**src/rtl/dly_seq_pkg.sv**
```systemverilog
package dly_seq_pkg;

    typedef enum logic [2:0] {
        ST_IDLE   = 3'd0,
        ST_DRAIN  = 3'd1,
        ST_SETTLE = 3'd2,
        ST_APPLY  = 3'd3,
        ST_DISCLR = 3'd4
    } seq_state_e;

    // Cycles to wait after drain before a larger address may be driven.
    function automatic int unsigned rise_wait(int unsigned nw, int unsigned od);
        return (nw > od) ? (nw - od) : 0;
    endfunction

    // Cycles the line is held disabled; never less than one.
    function automatic int unsigned clear_wait(int unsigned a);
        return (a == 0) ? 1 : a;
    endfunction

endpackage

```
**src/rtl/dly_seq_edge_age.sv**
```systemverilog
module dly_seq_edge_age #(
    parameter int AGE_W = 9
) (
    input  logic             clk,
    input  logic             rst,
    input  logic             sig_i,
    output logic [AGE_W-1:0] age_o
);
    localparam logic [AGE_W-1:0] AGE_MAX = '1;

    logic             sig_q;
    logic [AGE_W-1:0] age_q;

    // Zero in the cycle the observed signal shows a new level.
    assign age_o = (sig_i != sig_q) ? '0 : age_q;

    always_ff @(posedge clk) begin
        if (rst) begin
            sig_q <= 1'b0;
            age_q <= AGE_MAX;
        end else begin
            sig_q <= sig_i;
            age_q <= (age_o == AGE_MAX) ? AGE_MAX : age_o + 1'b1;
        end
    end
endmodule

```
**src/rtl/dly_seq_gate.sv**
```systemverilog
module dly_seq_gate (
    input  logic clk,
    input  logic rst,
    input  logic pass_i,
    input  logic host_i,
    output logic line_o
);
    always_ff @(posedge clk) begin
        if (rst) line_o <= 1'b0;
        else     line_o <= pass_i & host_i;
    end
endmodule

```
**src/rtl/dly_seq_ctrl.sv**
```systemverilog
module dly_seq_ctrl
    import dly_seq_pkg::*;
#(
    parameter int ADDR_W    = 8,
    parameter int LATENCY   = 4,
    parameter int SETUP_CYC = 1,
    parameter int AGE_W     = 9
) (
    input  logic              clk,
    input  logic              rst,
    input  logic              req_valid,
    input  logic              req_dis,
    input  logic [ADDR_W-1:0] req_addr,
    input  logic [AGE_W-1:0]  edge_age,
    output logic              req_ready,
    output logic              pass_next,
    output logic [ADDR_W-1:0] line_addr,
    output logic              line_dis
);
    localparam int SET_W = $clog2(SETUP_CYC + 1);
    localparam int CNT_W = (ADDR_W > SET_W) ? ADDR_W : SET_W;
    localparam logic [CNT_W-1:0] SETUP_LAST = CNT_W'(SETUP_CYC - 1);

    seq_state_e        state_q, state_n;
    logic [CNT_W-1:0]  cnt_q, cnt_n;
    logic [ADDR_W-1:0] cur_q, cur_n;
    logic [ADDR_W-1:0] tgt_q, tgt_n;
    logic              dis_q;
    logic [AGE_W-1:0]  drain_need;
    logic [CNT_W-1:0]  diff_w;
    logic [CNT_W-1:0]  clr_w;

    assign drain_need = AGE_W'(LATENCY) + AGE_W'(cur_q);
    assign diff_w     = CNT_W'(rise_wait(32'(tgt_q), 32'(cur_q)));
    assign clr_w      = CNT_W'(clear_wait(32'(cur_q)));

    always_comb begin
        state_n = state_q;
        cnt_n   = cnt_q;
        cur_n   = cur_q;
        tgt_n   = tgt_q;
        unique case (state_q)
            ST_IDLE: begin
                if (req_valid) begin
                    if (req_dis) begin
                        state_n = ST_DISCLR;
                        cnt_n   = clr_w - 1'b1;
                    end else if (req_addr != cur_q) begin
                        state_n = ST_DRAIN;
                        tgt_n   = req_addr;
                    end
                end
            end
            ST_DRAIN: begin
                if (edge_age >= drain_need) begin
                    if (diff_w == '0) begin
                        state_n = ST_APPLY;
                        cur_n   = tgt_q;
                        cnt_n   = SETUP_LAST;
                    end else begin
                        state_n = ST_SETTLE;
                        cnt_n   = diff_w - 1'b1;
                    end
                end
            end
            ST_SETTLE: begin
                if (cnt_q == '0) begin
                    state_n = ST_APPLY;
                    cur_n   = tgt_q;
                    cnt_n   = SETUP_LAST;
                end else begin
                    cnt_n = cnt_q - 1'b1;
                end
            end
            ST_APPLY: begin
                if (cnt_q == '0) state_n = ST_IDLE;
                else             cnt_n   = cnt_q - 1'b1;
            end
            ST_DISCLR: begin
                if (cnt_q == '0) begin
                    state_n = ST_APPLY;
                    cnt_n   = SETUP_LAST;
                end else begin
                    cnt_n = cnt_q - 1'b1;
                end
            end
            default: state_n = ST_IDLE;
        endcase
    end

    always_ff @(posedge clk) begin
        if (rst) begin
            state_q <= ST_IDLE;
            cnt_q   <= '0;
            cur_q   <= '0;
            tgt_q   <= '0;
            dis_q   <= 1'b0;
        end else begin
            state_q <= state_n;
            cnt_q   <= cnt_n;
            cur_q   <= cur_n;
            tgt_q   <= tgt_n;
            dis_q   <= (state_n == ST_DISCLR);
        end
    end

    assign req_ready = (state_q == ST_IDLE);
    assign pass_next = (state_n == ST_IDLE);
    assign line_addr = cur_q;
    assign line_dis  = dis_q;

    // the driven address moves only after in-flight edges have left the line
    a_r6_drain_before_change: assert property (@(posedge clk) disable iff (rst)
        (cur_q != $past(cur_q)) |-> (edge_age >= AGE_W'(LATENCY) + AGE_W'($past(cur_q))));
endmodule

```
**src/rtl/dly_addr_seq.sv**
```systemverilog
module dly_addr_seq #(
    parameter int ADDR_W    = 8,
    parameter int LATENCY   = 4,
    parameter int SETUP_CYC = 1
) (
    input  logic              clk,
    input  logic              rst,
    input  logic              req_valid,
    input  logic              req_dis,
    input  logic [ADDR_W-1:0] req_addr,
    output logic              req_ready,
    input  logic              host_in,
    output logic              line_in,
    output logic [ADDR_W-1:0] line_addr,
    output logic              line_dis
);
    localparam int AGE_W = $clog2(LATENCY + (2 ** ADDR_W) + 1);

    logic [AGE_W-1:0] edge_age;
    logic             pass_next;

    dly_seq_edge_age #(.AGE_W(AGE_W)) u_age (
        .clk   (clk),
        .rst   (rst),
        .sig_i (line_in),
        .age_o (edge_age)
    );

    dly_seq_gate u_gate (
        .clk    (clk),
        .rst    (rst),
        .pass_i (pass_next),
        .host_i (host_in),
        .line_o (line_in)
    );

    dly_seq_ctrl #(
        .ADDR_W    (ADDR_W),
        .LATENCY   (LATENCY),
        .SETUP_CYC (SETUP_CYC),
        .AGE_W     (AGE_W)
    ) u_ctrl (
        .clk       (clk),
        .rst       (rst),
        .req_valid (req_valid),
        .req_dis   (req_dis),
        .req_addr  (req_addr),
        .edge_age  (edge_age),
        .req_ready (req_ready),
        .pass_next (pass_next),
        .line_addr (line_addr),
        .line_dis  (line_dis)
    );

    // the line input is held low throughout any sequence
    a_r7_gate_low: assert property (@(posedge clk) disable iff (rst)
        !req_ready |-> !line_in);

    // address is frozen while the line is disabled
    a_r9_addr_hold_dis: assert property (@(posedge clk) disable iff (rst)
        line_dis |-> $stable(line_addr));

    // enable has been released before the host regains the line
    a_r9_enable_settled: assert property (@(posedge clk) disable iff (rst)
        $rose(req_ready) |-> !$past(line_dis));

    // address never moves between idle cycles
    a_r10_idle_addr_stable: assert property (@(posedge clk) disable iff (rst)
        (req_ready && $past(req_ready)) |-> $stable(line_addr));
endmodule

```
**config.mk**
```make
export PLATFORM = sky130hd
export DESIGN_NAME = dly_addr_seq
export DESIGN_NICKNAME = d
export VERILOG_FILES = /design/src/rtl/dly_seq_pkg.sv /design/src/rtl/dly_seq_edge_age.sv /design/src/rtl/dly_seq_gate.sv /design/src/rtl/dly_seq_ctrl.sv /design/src/rtl/dly_addr_seq.sv
export SDC_FILE = /design/constraint.sdc
export NUM_CORES = 1
export LEC_CHECK = 0
export CAP_MARGIN = 20
export CORE_MARGIN = 2
export CORE_UTILIZATION = 50
export CTS_CLUSTER_SIZE = 25
export DETAILED_ROUTE_END_ITERATION = 7
export DONT_BUFFER_PORTS = 1
export PLACE_DENSITY = 0.62
export SETUP_SLACK_MARGIN = 0.1
export SYNTH_ARGS = -nofsm -noshare
export SYNTH_HDL_FRONTEND = slang
export SYNTH_SLANG_ARGS = --single-unit
```
**constraint.sdc**
```tcl
create_clock -name clk -period 5.53 [get_ports clk]
set_input_delay 1.106 -clock clk [delete_from_list [all_inputs] [get_ports clk]]
set_output_delay 1.106 -clock clk [all_outputs]
set_load 0.03 [all_outputs]
```
==> impl_metrics.py <==
metrics = {
    "grt": {
        "met2_usage": 0.3794,
        "grt_pass1_wl_um": 13480,
        "gr-usage-met3": 0.04767,
        "antenna_found_initial": 0,
        "grtUsageTotal": 0.2340,
        "busiest_layer": "met2",
        "grt_pass1_vias": 2657,
        "grt_max_degree": 34,
        "use_met1": 0.3226,
        "overflow": 0,
    },
    "setup_path": {
        "path_max_fanout": 8,
        "critical-path-max-stage-delay_ps": 680,
        "critPathArrivalTime_ps": 3900,
        "r2r_slack_ps": 1840,
        "worstSetupPathType": "reg2reg",
        "startpoint_type": "flop",
        "crit_chain": "inv_1, ha_1, nand3_2, a211o_1, a21boi_2, o21bai_2, or2_2, ha_1, nand2_1, nor2_1, a21oi_4, mux2i_1, nor2_1",
        "required_ps": 5730,
        "crit_slowest_cell": "dfxtp_1",
        "cp-end-kind": "flop",
    },
    "sta": {
        "finalCritPeriodShare": 0.6678,
        "tightest_slew_ps": 954.7,
        "period_needed_ps": 3693,
        "fin_skew_ps": 3.518,
        "slew_headroom": 0.3627,
        "fmax_mhz": 270.8,
        "maxSlewViolCount": 0,
        "rsz0062_at_grt": "no",
        "fin_setup_tns_ps": 0,
        "setup_viol": 0,
        "hold_viol": 0,
    },
    "synthesis": {
        "synth_seq_cells": 39,
        "synth_edf_count": 0,
        "synthArstFlopShare": 0,
        "synth.top_cell.area_share": 0.2384,
        "mappedNetlistArea_um2": 3274,
        "yosys_most_used_dff": "dfxtp_1",
        "syn_nets": 447,
        "yosys.area.top_type": "dfxtp_1",
        "syn-instance-count": 408,
        "synth.avg_cell_area_um2": 8.025,
        "synthTopCellsByArea": "dfxtp_1 (24%), ha_1 (9.6%), mux2i_1 (6.4%)",
        "synth-seq-area-share": 0.2384,
        "ys_types": 60,
        "ys_warn_count": 0,
    },
    "pwr": {
        "internal_power_uw": 918.0,
        "switchingPower_uw": 863.6,
        "p_per_area_nw_per_um2": 524.3,
        "p_leak_uw": 0.001383,
        "vdd_ir_drop_max_mv": 0.2122,
        "power_frac_seq": 0.251,
        "netSwitchingFraction": 0.4847,
        "combPwrFrac": 0.636,
        "p_clk_frac": 0.113,
    },
    "placed_design": {
        "finalWeightedCongestion": 0.8730,
        "post-dp-hpwl_um": 6296,
        "dpl.cell_count": 470,
        "io_buffer_count": 0,
    },
    "min_path": {
        "min_path_type": "reg2reg",
    },
    "drt": {
        "drtAntennaViolNets": 0,
        "num_vias": 2829,
        "drt_iter0_markers": 153,
        "first_pass_iters": 5,
        "wl_um": 8164,
        "drc": 0,
        "routed_via_density": 5.918,
        "wl_per_cell_um": 17.08,
    },
    "outcome": {
        "status": "finished, final reports clean",
    },
    "die": {
        "die_area_um2": 7212,
        "start_util": 0.5157,
        "coreArea_um2": 6350,
        "io_pins": 24,
        "die_y_um": 84.93,
        "rows": 29,
        "die_w_um": 84.93,
    },
    "clock_tree": {
        "cts_tree": "built",
        "ctsHoldBuffers": 0,
        "clk_latency_ps": 300,
        "cts.repair.resized": 0,
        "cts_setup_buffers": 0,
        "cts-root-buf": "clkbuf_8",
        "cts_made_buffers": 5,
        "htree_levels": 2,
        "clkTransAtPathRegs_ps": 80,
        "numClockSinks": 39,
        "ctsLongestPathBuffers": 2,
    },
    "run": {
        "cap_violations": 0,
    },
    "finish": {
        "n_antenna_cell": 0,
        "layout_commonest_cell": "nor2_1",
        "fill_cells": 610,
        "drive_gt1_frac": 0.07481,
        "instances_no_fill": 478,
        "syn2layout_area_growth_pct": 3.783,
        "multiInputGateArea_um2": 2346,
        "register_area_um2": 780.7,
        "final_cell_mix": "nor2_1 (40), dfxtp_1 (39), nand2_1 (32), ha_1 (25), a21oi_1 (22)",
        "fin_nets": 439,
    },
}
per-layer routing:
metal  vias to the layer above  wire [µm]
li1                       1438          -
met1                      1323       4007
met2                        61       3738
met3                         7        338
met4                         0         80
met5                         -          0
per-stage QoR:
step | total power [µW] | instance area [µm²] | util | hold slack, ps | worst slack [ps]
floorplan | 1356 | 3274 | - | 469.9 | 2231
global placement | 1556 | 3309 | 0.5212 | 500.0 | 1811
detailed placement | 1573 | 3309 | 0.5212 | 519.2 | 1825
CTS | 1781 | 3398 | 0.5352 | 537.5 | 1822
global route | 1945 | 3398 | 0.5352 | 573.2 | 1557
finish | 1782 | 3398 | 0.5352 | 532.7 | 1837
power groups by stage:
| stage | Combinational (µW) | Sequential [µW] | Clock (µW) |
|---|---|---|---|
| global route | 1270 | 458 | 219 |
| detailed placement | 1120 | 450 | 0 |
| finish | 1130 | 446 | 202 |
| global placement | 1100 | 451 | 0 |
| floorplan | 948 | 408 | 0 |
| CTS | 1130 | 445 | 206 |
synthesized netlist by cell type (3+ instances only):
| master | number |
|---|---|
| and2_1 | 10 |
| clkbuf_1 | 10 |
| or2_2 | 4 |
| buf_2 | 3 |
| xnor2_1 | 20 |
| inv_1 | 21 |
| a211oi_1 | 12 |
| dfxtp_1 | 39 |
| nor3_1 | 14 |
| o21ai_0 | 21 |
| ha_1 | 25 |
| nand3_1 | 16 |
| mux2i_1 | 21 |
| a31oi_1 | 3 |
| and3_1 | 3 |
| nand2_1 | 32 |
| xor2_1 | 18 |
| nor2_1 | 40 |
| buf_4 | 3 |
| nor2b_1 | 4 |
| nand2b_1 | 7 |
| o22ai_1 | 3 |
| nor4_1 | 5 |
| a21oi_1 | 22 |
| or3_1 | 4 |
| o31ai_1 | 3 |
kinds of logic (layout without fill, tap and decap cells):
group | Yosys count | count (layout) | share of synthesized area
buffers and inverters | 37 | 30 | 0.04700
DFF | 39 | 39 | 0.2384
muxes | 21 | 21 | 0.06420
and+or+nand+nor | 152 | 152 | 0.2377
AOI/OAI and AO/OA | 95 | 95 | 0.2094
adders and majority gates | 26 | 26 | 0.1016
xor gates and xnor gates | 38 | 38 | 0.1016
worst max-delay path, delay by kind of cell, from the launching register on:
family	cells	cell delay [ps]
mux	1	230
compound gates	4	920
simple gates	5	700
flops	1	680
fa+ha+maj	2	840
buf+inv	1	220
registers in the layout, indices dropped and copies added (netlist names):
signal,flops
u_ctrl.line_addr,8
u_ctrl.tgt_q,8
u_ctrl.line_dis,1
u_ctrl.state_q,3
u_age.age_q,9
u_gate.line_o,1
u_age.sig_q,1
u_ctrl.cnt_q,8
area by class of cell:
| class | count | share of cell area |
|---|---|---|
| repair buffers | 1 | 0.002209 |
| clock inverters | 3 | 0.005891 |
| flip-flops and latches | 39 | 0.2297 |
| multi-input cells | 332 | 0.6904 |
| inverters | 21 | 0.02320 |
| well taps | 77 | 0.02835 |
| clock buffers | 5 | 0.02025 |
worst paths after layout:
check	startpoint	endpoint	cells after the start
max	u_ctrl.line_addr[5]$_SDFFE_PP0P_	u_ctrl.line_addr[2]$_SDFFE_PP0P_	13
min	u_ctrl.tgt_q[0]$_SDFFE_PP0P_	u_ctrl.tgt_q[0]$_SDFFE_PP0P_	2
max reg2reg	u_ctrl.line_addr[5]$_SDFFE_PP0P_	u_ctrl.line_addr[2]$_SDFFE_PP0P_	13
min reg2reg	u_ctrl.tgt_q[0]$_SDFFE_PP0P_	u_ctrl.tgt_q[0]$_SDFFE_PP0P_	2
Power figures use the tool's default switching activity.
